--- src/rtl/dpair_pkg.sv ---
// Package: shared operation codes and helpers for the paired-register file.
// Assumes a 3-bit operation field; unknown codes are treated as idle.
package dpair_pkg;

    typedef enum logic [2:0] {
        OP_NONE = 3'd0,
        OP_INT  = 3'd1,
        OP_PRD1 = 3'd2,
        OP_PRD2 = 3'd3,
        OP_PWR  = 3'd4,
        OP_PMOV = 3'd5
    } dp_op_e;

    typedef enum logic {
        PH_FIRST  = 1'b0,
        PH_SECOND = 1'b1
    } dp_phase_e;

    // True for operations that occupy the ports for two cycles.
    function automatic logic op_two_cycle(input dp_op_e op);
        return (op == OP_PRD2) || (op == OP_PWR) || (op == OP_PMOV);
    endfunction

    // True for operations that write a destination pair.
    function automatic logic op_pair_write(input dp_op_e op);
        return (op == OP_PWR) || (op == OP_PMOV);
    endfunction

endpackage

--- src/rtl/dpair_storage.sv ---
// Module: flop-based register array with two asynchronous read ports and
// one synchronous write port. Entry 0 is never written and reads as zero.
// Assumes the caller resolves all port sharing before this level.
module dpair_storage #(
    parameter int NREG = 32,
    parameter int XW   = 32,
    localparam int AW  = $clog2(NREG)
) (
    input  logic          clk,
    input  logic          rst_n,
    input  logic [AW-1:0] ra0,
    input  logic [AW-1:0] ra1,
    output logic [XW-1:0] rd0,
    output logic [XW-1:0] rd1,
    input  logic          we,
    input  logic [AW-1:0] wa,
    input  logic [XW-1:0] wd
);

    logic [XW-1:0] mem [NREG];

    // Clear on reset, otherwise commit one word per cycle (never entry 0).
    always_ff @(posedge clk) begin
        if (!rst_n) begin
            for (int i = 0; i < NREG; i++) begin
                mem[i] <= '0;
            end
        end else if (we && (wa != '0)) begin
            mem[wa] <= wd;
        end
    end

    // Read ports: entry 0 is forced to zero regardless of array content.
    always_comb begin
        rd0 = (ra0 == '0) ? '0 : mem[ra0];
        rd1 = (ra1 == '0) ? '0 : mem[ra1];
    end

endmodule

--- src/rtl/dpair_decode.sv ---
// Module: checks pair register numbers for the presented request.
// A pair field with an odd number is reserved; the request is flagged in
// the cycle it first appears and is never flagged in the replay cycle.
module dpair_decode
    import dpair_pkg::*;
#(
    parameter int AW = 5
) (
    input  logic          req_valid,
    input  logic [2:0]    req_op,
    input  logic [AW-1:0] rs1,
    input  logic [AW-1:0] rs2,
    input  logic [AW-1:0] rd,
    input  logic          in_second,
    output logic          illegal
);

    dp_op_e op;
    logic   odd_field;

    // Select which pair fields the operation uses and test their low bit.
    always_comb begin
        op = dp_op_e'(req_op);
        case (op)
            OP_PRD1: odd_field = rs1[0];
            OP_PRD2: odd_field = rs1[0] | rs2[0];
            OP_PWR:  odd_field = rd[0];
            OP_PMOV: odd_field = rs1[0] | rd[0];
            default: odd_field = 1'b0;
        endcase
        illegal = req_valid && !in_second && odd_field;
    end

endmodule

--- src/rtl/dpair_seq.sv ---
// Module: sequencer that shares two read ports and one write port between
// integer and pair accesses. Two-cycle operations raise busy in their first
// cycle and capture what the second cycle needs, so the replay cycle does
// not depend on the held request. Assumes upstream holds a request while
// busy is high.
module dpair_seq
    import dpair_pkg::*;
#(
    parameter int AW = 5,
    parameter int XW = 32,
    localparam int PW = 2 * XW
) (
    input  logic          clk,
    input  logic          rst_n,
    input  logic          req_valid,
    input  logic [2:0]    req_op,
    input  logic [AW-1:0] rs1,
    input  logic [AW-1:0] rs2,
    input  logic [AW-1:0] rd,
    input  logic          int_we,
    input  logic [XW-1:0] int_wdata,
    input  logic [PW-1:0] pair_wdata,
    input  logic          illegal,
    input  logic [XW-1:0] port_d0,
    input  logic [XW-1:0] port_d1,
    output logic [AW-1:0] port_a0,
    output logic [AW-1:0] port_a1,
    output logic          wr_en,
    output logic [AW-1:0] wr_addr,
    output logic [XW-1:0] wr_data,
    output logic          busy,
    output logic          in_second,
    output logic          pair_valid,
    output logic [PW-1:0] pair_a,
    output logic [PW-1:0] pair_b
);

    dp_phase_e     phase;
    dp_op_e        op;
    dp_op_e        sec_op;
    logic [AW-1:0] sec_rd;
    logic [AW-1:0] sec_rs2;
    logic [PW-1:0] hold;
    logic          first_go;
    logic [AW-1:0] rs1_even;
    logic [AW-1:0] rs2_even;
    logic [PW-1:0] pair_now;

    // Request qualification and busy generation for the first cycle.
    always_comb begin
        op        = dp_op_e'(req_op);
        in_second = (phase == PH_SECOND);
        first_go  = req_valid && !in_second && !illegal;
        busy      = first_go && op_two_cycle(op);
        rs1_even  = {rs1[AW-1:1], 1'b0};
        rs2_even  = {rs2[AW-1:1], 1'b0};
    end

    // Read-port address steering: replay reads the captured second pair.
    always_comb begin
        if (in_second) begin
            port_a0 = sec_rs2;
            port_a1 = {sec_rs2[AW-1:1], 1'b1};
        end else if (op == OP_INT) begin
            port_a0 = rs1;
            port_a1 = rs2;
        end else begin
            port_a0 = rs1_even;
            port_a1 = {rs1[AW-1:1], 1'b1};
        end
    end

    // Operand assembly: pair base 0 yields a full 64-bit zero.
    always_comb begin
        pair_now   = (port_a0 == '0) ? '0 : {port_d1, port_d0};
        pair_a     = in_second ? hold : pair_now;
        pair_b     = in_second ? pair_now : '0;
        pair_valid = (first_go && (op == OP_PRD1))
                   || (in_second && (sec_op == OP_PRD2));
    end

    // Write-port steering: low word in the first cycle, high word in replay.
    always_comb begin
        wr_en   = 1'b0;
        wr_addr = '0;
        wr_data = '0;
        if (in_second) begin
            if (op_pair_write(sec_op) && (sec_rd != '0)) begin
                wr_en   = 1'b1;
                wr_addr = {sec_rd[AW-1:1], 1'b1};
                wr_data = hold[PW-1:XW];
            end
        end else if (first_go) begin
            case (op)
                OP_INT: begin
                    wr_en   = int_we && (rd != '0);
                    wr_addr = rd;
                    wr_data = int_wdata;
                end
                OP_PWR: begin
                    wr_en   = (rd != '0);
                    wr_addr = rd;
                    wr_data = pair_wdata[XW-1:0];
                end
                OP_PMOV: begin
                    wr_en   = (rd != '0);
                    wr_addr = rd;
                    wr_data = pair_now[XW-1:0];
                end
                default: begin
                    wr_en = 1'b0;
                end
            endcase
        end
    end

    // Phase register and capture of everything the replay cycle needs.
    always_ff @(posedge clk) begin
        if (!rst_n) begin
            phase   <= PH_FIRST;
            sec_op  <= OP_NONE;
            sec_rd  <= '0;
            sec_rs2 <= '0;
            hold    <= '0;
        end else if (in_second) begin
            phase <= PH_FIRST;
        end else if (busy) begin
            phase   <= PH_SECOND;
            sec_op  <= op;
            sec_rd  <= rd;
            sec_rs2 <= rs2_even;
            hold    <= (op == OP_PWR) ? pair_wdata : pair_now;
        end
    end

endmodule

--- src/rtl/dpair_regfile.sv ---
// Module: top of the paired-register file. Joins the number check, the
// port-sharing sequencer and the storage array. Assumes a single request
// stream that is held while busy is high.
module dpair_regfile #(
    parameter int NREG = 32,
    parameter int XW   = 32
) (
    input  logic                  clk,
    input  logic                  rst_n,
    input  logic                  req_valid,
    input  logic [2:0]            req_op,
    input  logic [$clog2(NREG)-1:0] rs1,
    input  logic [$clog2(NREG)-1:0] rs2,
    input  logic [$clog2(NREG)-1:0] rd,
    input  logic                  int_we,
    input  logic [XW-1:0]         int_wdata,
    input  logic [2*XW-1:0]       pair_wdata,
    output logic                  busy,
    output logic                  illegal,
    output logic [XW-1:0]         int_rdata1,
    output logic [XW-1:0]         int_rdata2,
    output logic                  pair_valid,
    output logic [2*XW-1:0]       pair_a,
    output logic [2*XW-1:0]       pair_b
);

    localparam int AW = $clog2(NREG);

    logic [AW-1:0] port_a0;
    logic [AW-1:0] port_a1;
    logic [XW-1:0] port_d0;
    logic [XW-1:0] port_d1;
    logic          wr_en;
    logic [AW-1:0] wr_addr;
    logic [XW-1:0] wr_data;
    logic          in_second;

    dpair_decode #(.AW(AW)) u_decode (
        .req_valid (req_valid),
        .req_op    (req_op),
        .rs1       (rs1),
        .rs2       (rs2),
        .rd        (rd),
        .in_second (in_second),
        .illegal   (illegal)
    );

    dpair_seq #(.AW(AW), .XW(XW)) u_seq (
        .clk        (clk),
        .rst_n      (rst_n),
        .req_valid  (req_valid),
        .req_op     (req_op),
        .rs1        (rs1),
        .rs2        (rs2),
        .rd         (rd),
        .int_we     (int_we),
        .int_wdata  (int_wdata),
        .pair_wdata (pair_wdata),
        .illegal    (illegal),
        .port_d0    (port_d0),
        .port_d1    (port_d1),
        .port_a0    (port_a0),
        .port_a1    (port_a1),
        .wr_en      (wr_en),
        .wr_addr    (wr_addr),
        .wr_data    (wr_data),
        .busy       (busy),
        .in_second  (in_second),
        .pair_valid (pair_valid),
        .pair_a     (pair_a),
        .pair_b     (pair_b)
    );

    dpair_storage #(.NREG(NREG), .XW(XW)) u_store (
        .clk   (clk),
        .rst_n (rst_n),
        .ra0   (port_a0),
        .ra1   (port_a1),
        .rd0   (port_d0),
        .rd1   (port_d1),
        .we    (wr_en),
        .wa    (wr_addr),
        .wd    (wr_data)
    );

    // Integer read data is the raw port data.
    always_comb begin
        int_rdata1 = port_d0;
        int_rdata2 = port_d1;
    end

endmodule

--- config.mk ---
export PLATFORM = sky130hd
export DESIGN_NAME = dpair_regfile
export DESIGN_NICKNAME = d
export VERILOG_FILES = /design/src/rtl/dpair_pkg.sv /design/src/rtl/dpair_storage.sv /design/src/rtl/dpair_decode.sv /design/src/rtl/dpair_seq.sv /design/src/rtl/dpair_regfile.sv
export SDC_FILE = /design/constraint.sdc
export NUM_CORES = 2
export LEC_CHECK = 0
export CORE_ASPECT_RATIO = 1.5
export CORE_MARGIN = 5
export CORE_UTILIZATION = 57
export CTS_BUF_LIST = sky130_fd_sc_hd__clkbuf_8
export CTS_CLUSTER_DIAMETER = 50
export DETAILED_ROUTE_END_ITERATION = 8
export PLACE_DENSITY_LB_ADDON = 0.05
export REMOVE_ABC_BUFFERS = 1
export SLEW_MARGIN = 10
export SYNTH_ARGS = -nofsm -noshare
export SYNTH_HDL_FRONTEND = slang
export SYNTH_SLANG_ARGS = --single-unit
--- constraint.sdc ---
create_clock -name clk -period 3.92 [get_ports clk]
set_input_delay 0.784 -clock clk [delete_from_list [all_inputs] [get_ports clk]]
set_output_delay 0.784 -clock clk [all_outputs]
set_load 0.03 [all_outputs]
==> PnR_summary.wiki <==
{| class="wikitable"
! Metric !! Value
|-
| Result of the run || finished, violations left
|-
| Failing checks || negative setup slack
|-
| Setup crit start kind || register
|-
| DRC violation total after the first TritonRoute iteration || roughly 11000
|-
| Pins over their slew limit || 0
|-
| Stage delay of the slowest cell on the critical path || between 0.5 and 0.6 ns
|-
| Max_cap viols || 0
|-
| Total detailed-routing wirelength || 296 mm
|-
| Max stage delay cell, worst path || sky130_fd_sc_hd__mux4_2
|-
| Clock buffer count from CTS || 168
|-
| Area Overhead vs Synth || 38.0%
|-
| Worst path required time || 3.14 ns
|-
| Internal cell power || 21900 uW
|-
| Data arrival time of the worst path || between 3 and 4 ns
|-
| Avg Cell Area, Syn || about 11 um^2
|-
| Fill cell count || 6447
|-
| Share of synthesized cell area in and, or, nand and nor gates || 0.153
|-
| Leak Pwr || 0.0311 uW
|-
| Clock transition time at the flip-flop clock pins of the worst setup and hold paths || 0.06 ns
|-
| Most numerous cell on the critical path || sky130_fd_sc_hd__buf_12
|-
| Top flip-flop cell by instance count after synthesis || sky130_fd_sc_hd__edfxtp_1
|-
| Wire length of the first global-routing pass || roughly 400 mm
|-
| Sequential fraction of the synthesis area || 0.540
|-
| Slew @ Worst Pin || 1.12 ns
|-
| Power density relative to cell area || 383 nW/um^2
|-
| PortBufs || 312
|-
| Number of global-route vias before repair || 55200
|-
| Maximum buffer depth of the clock tree || 3
|-
| Number of warnings printed during yosys synthesis || 0
|-
| Cell count after synthesis || 5330
|-
| Final Cycle Share || 1.21
|-
| Switch share || 0.307
|-
| Share of power burned in the clock network || 0.319
|-
| Headroom to the max-slew limit || 0.253
|-
| Area share of the leading cell type in the synthesized netlist || 0.514
|-
| Overall power consumption || 31600 uW
|-
| Share of cell area taken by muxes after synthesis || 0.151
|-
| Area after DPL || 70900 um^2
|-
| Top area cells in the synthesized netlist || sky130_fd_sc_hd__edfxtp_1 (51%), sky130_fd_sc_hd__mux4_2 (9.6%), sky130_fd_sc_hd__nor2_1 (7.3%)
|-
| Post-route standard cell area excluding fillers || 82500 um^2
|-
| Clock tree skew after final layout || 0.0425 ns
|-
| Number of sinks handled by clock tree synthesis || 1101
|-
| Number of different library cells in the post-synthesis netlist || 84
|-
| Gr usage total || 0.498
|-
| Area fraction in compound gates after synthesis || 0.114
|-
| Min setup slack post-route || -0.824 ns
|-
| Via Count || 58400
|-
| Net Switching || about 9700 uW
|-
| Post-synth EDFFs || 1024
|-
| Fmax || 211 MHz
|-
| RSZ-0062 raised after global routing || true
|-
| Part of the power in combinational logic || 0.251
|-
| Grt ovf || 0
|-
| Final weighted congestion in routability-driven placement || 1.03
|-
| Hold Crit Depth || 2
|-
| Area enclosed by the die boundary || 112000 um^2
|-
| Post-detailed-route count of antenna-violating nets || 0
|-
| Initial Util || 0.574
|-
| Portion of total power attributed to sequential cells || 0.429
|-
| Drt pass-1 iters || 9
|-
| H-tree depth || 4
|-
| Half-perimeter wire length of the detailed placement result || 185 mm
|-
| Vertical extent of the die || 407 um
|-
| Summed instance area of the synthesized netlist || 59800 um^2
|-
| Largest area contributor in the netlist || sky130_fd_sc_hd__edfxtp_1
|-
| Largest family of logic cells by synthesized area || simple AND/OR/NAND/NOR gates
|-
| Area inside the core boundary || 104000 um^2
|-
| Peak supply drop || 298 uV
|-
| Adder and majority gate portion of the synthesized area || 0.000209
|-
| Crit path max fanout || 12
|-
| Worst setup path category || register to output pin
|-
| Worst hold-check path type || register to register
|-
| Detailed-route vias per instance || 7.37
|-
| Number of antenna violations at the first check in global routing || 11
|-
| Share of cells above drive strength 1 || 0.377
|-
| Number of hold buffers added after cts || 0
|-
| Final setup violation count || about 190
|-
| Final critical-path required period || about 4.7 ns
|-
| Number of core rows || 145
|-
| Async set-reset flop share out of synthesis || 0
|-
| Number of top-level pins || 313
|-
| Residual DRC || 0
|-
| Post-synthesis share of cell area spent on xor and xnor gates || 0
|-
| Clock tree from TritonCTS || built
|-
| Dominant cell by count in the synthesized netlist || sky130_fd_sc_hd__nor2_1
|-
| Total Negative Setup Slacks || -126.25 ns
|-
| Average wire per standard cell || 37.3 um
|-
| Width of the die || 274 um
|-
| Pin count of the biggest net entering global routing || 76
|-
| Depth of the most critical reg-to-reg path || 14
|-
| Chain of cells forming the critical path || buf_6, mux2i_4, buf_12, buf_12, buf_12, buf_6, mux4_2, mux2i_1, mux2i_2, a22oi_2, a21oi_1, buf_4, buf_12
|-
| Clock root buffer || sky130_fd_sc_hd__clkbuf_8
|-
| Synthesized flop and latch total || 1101
|-
| Clock network latency to the later pin of the worst-skew pair || around 0.93 ns
|-
| Hold violation count in the final report || 0
|-
| Ranking of synthesized cells by instance count || sky130_fd_sc_hd__nor2_1 (1170), sky130_fd_sc_hd__edfxtp_1 (1024), sky130_fd_sc_hd__nand2_1 (470), sky130_fd_sc_hd__clkbuf_1 (338), sky130_fd_sc_hd__mux2i_1 (315)
|-
| Final net count || about 6500
|-
| Endpoint type of the worst setup path || output pin
|}
## routing by layer
layer	global-route usage	share of wire
met1	0.564	0.29
met2	0.734	0.43
met3	0.180	0.16
met4	0.451	0.12
met5	0	0.000037
## power groups by stage
stage	clock, uW	sequential, uW	combinational, uW
final	10100	13600	7930
after global routing	10600	13600	8020
after CTS	10000	13500	6530
after detailed placement	0	13800	5930
after global placement	0	13700	5880
after floorplan	0	13700	3450
## flip-flops by register name, indices dropped and copies added (netlist names)
name and cells:
u_store.mem 1024, u_seq.in_second 1, u_seq.sec_rd 5, u_seq.sec_rs2 4, u_seq.sec_op 3, u_seq.hold 64
## cells by family (layout without fill, tap and decap cells)
kind of cell	after synthesis	after routing
mux	581	581
flops	1101	1101
fa+ha+maj	1	1
simple gates	2143	2143
compound gates	934	934
other cells	1	47
buf+inv	569	1721
## final cells by class
type,count,area (um^2),share of cell area
timing repair buffer,1372,16200,0.196
inverter,41,159,0.00193
clock inverter,131,987,0.0120
tap,1396,1750,0.0212
clock buffer,177,2440,0.0295
sequential,1101,32300,0.391
antenna,15,37.5,0.000455
multi-input combinational,3691,28700,0.347
## stage by stage
step           hold slack, ns  setup WS, ns   util  instances
6_report                0.458        -0.824  0.792       7924
3_3_place_gp            0.442         -1.18  0.681       7297
2_1_floorplan           0.432        -15.42      -       4833
5_1_grt                 0.472        -0.908  0.792       7914
4_1_cts                 0.421        -0.871  0.741       7713
3_5_place_dp            0.444         -1.17  0.681       7297
## placed cells by master, fill, tap and decap left out, types with 38 or more instances in the layout
cell type / count
sky130_fd_sc_hd__nor2_1: 1109
sky130_fd_sc_hd__buf_4: 642
sky130_fd_sc_hd__dfxtp_1: 76
sky130_fd_sc_hd__a211oi_1: 136
sky130_fd_sc_hd__a211oi_2: 82
sky130_fd_sc_hd__a21oi_1: 145
sky130_fd_sc_hd__mux4_2: 256
sky130_fd_sc_hd__o21ai_0: 54
sky130_fd_sc_hd__a22oi_1: 100
sky130_fd_sc_hd__nand3_1: 178
sky130_fd_sc_hd__mux2i_2: 80
sky130_fd_sc_hd__nand2_2: 84
sky130_fd_sc_hd__and3_1: 155
sky130_fd_sc_hd__edfxtp_1: 1024
sky130_fd_sc_hd__buf_8: 46
sky130_fd_sc_hd__nand2_1: 363
sky130_fd_sc_hd__a31oi_1: 47
sky130_fd_sc_hd__nor2_4: 48
sky130_fd_sc_hd__inv_1: 61
sky130_fd_sc_hd__clkdlybuf4s50_1: 111
sky130_fd_sc_hd__buf_6: 231
sky130_fd_sc_hd__clkinv_1: 38
sky130_fd_sc_hd__buf_12: 278
sky130_fd_sc_hd__mux2i_1: 212
sky130_fd_sc_hd__clkbuf_8: 177
## critical path, delay by kind of cell (launching register included)
family,cells,cell delay (ns)
buffers and inverters,7,1.15
multiplexers,4,1.15
flip-flops,1,0.39
AO/OA/AOI/OAI,2,0.34
## what timing repair did
item                                    4_1_cts  5_1_grt
pin swaps                                   103      251
endpoints found under the hold margin         0        0
resized for setup                           579      911
setup buffers                                95      191
endpoints found under the setup margin      193      294
gates cloned                                 17       31
## path summary, 6_finish.rpt
kind | from | end | slack [ns]
setup / recovery | u_seq.in_second | pair_a[3] | -0.82
hold / removal | u_seq.hold[30] | u_seq.hold[30] | 0.46
setup reg to reg | u_seq.in_second | u_store.mem[17][29] | 0.15
hold reg to reg | u_seq.hold[30] | u_seq.hold[30] | 0.46
No activity file was read; power rests on OpenSTA's default activity.
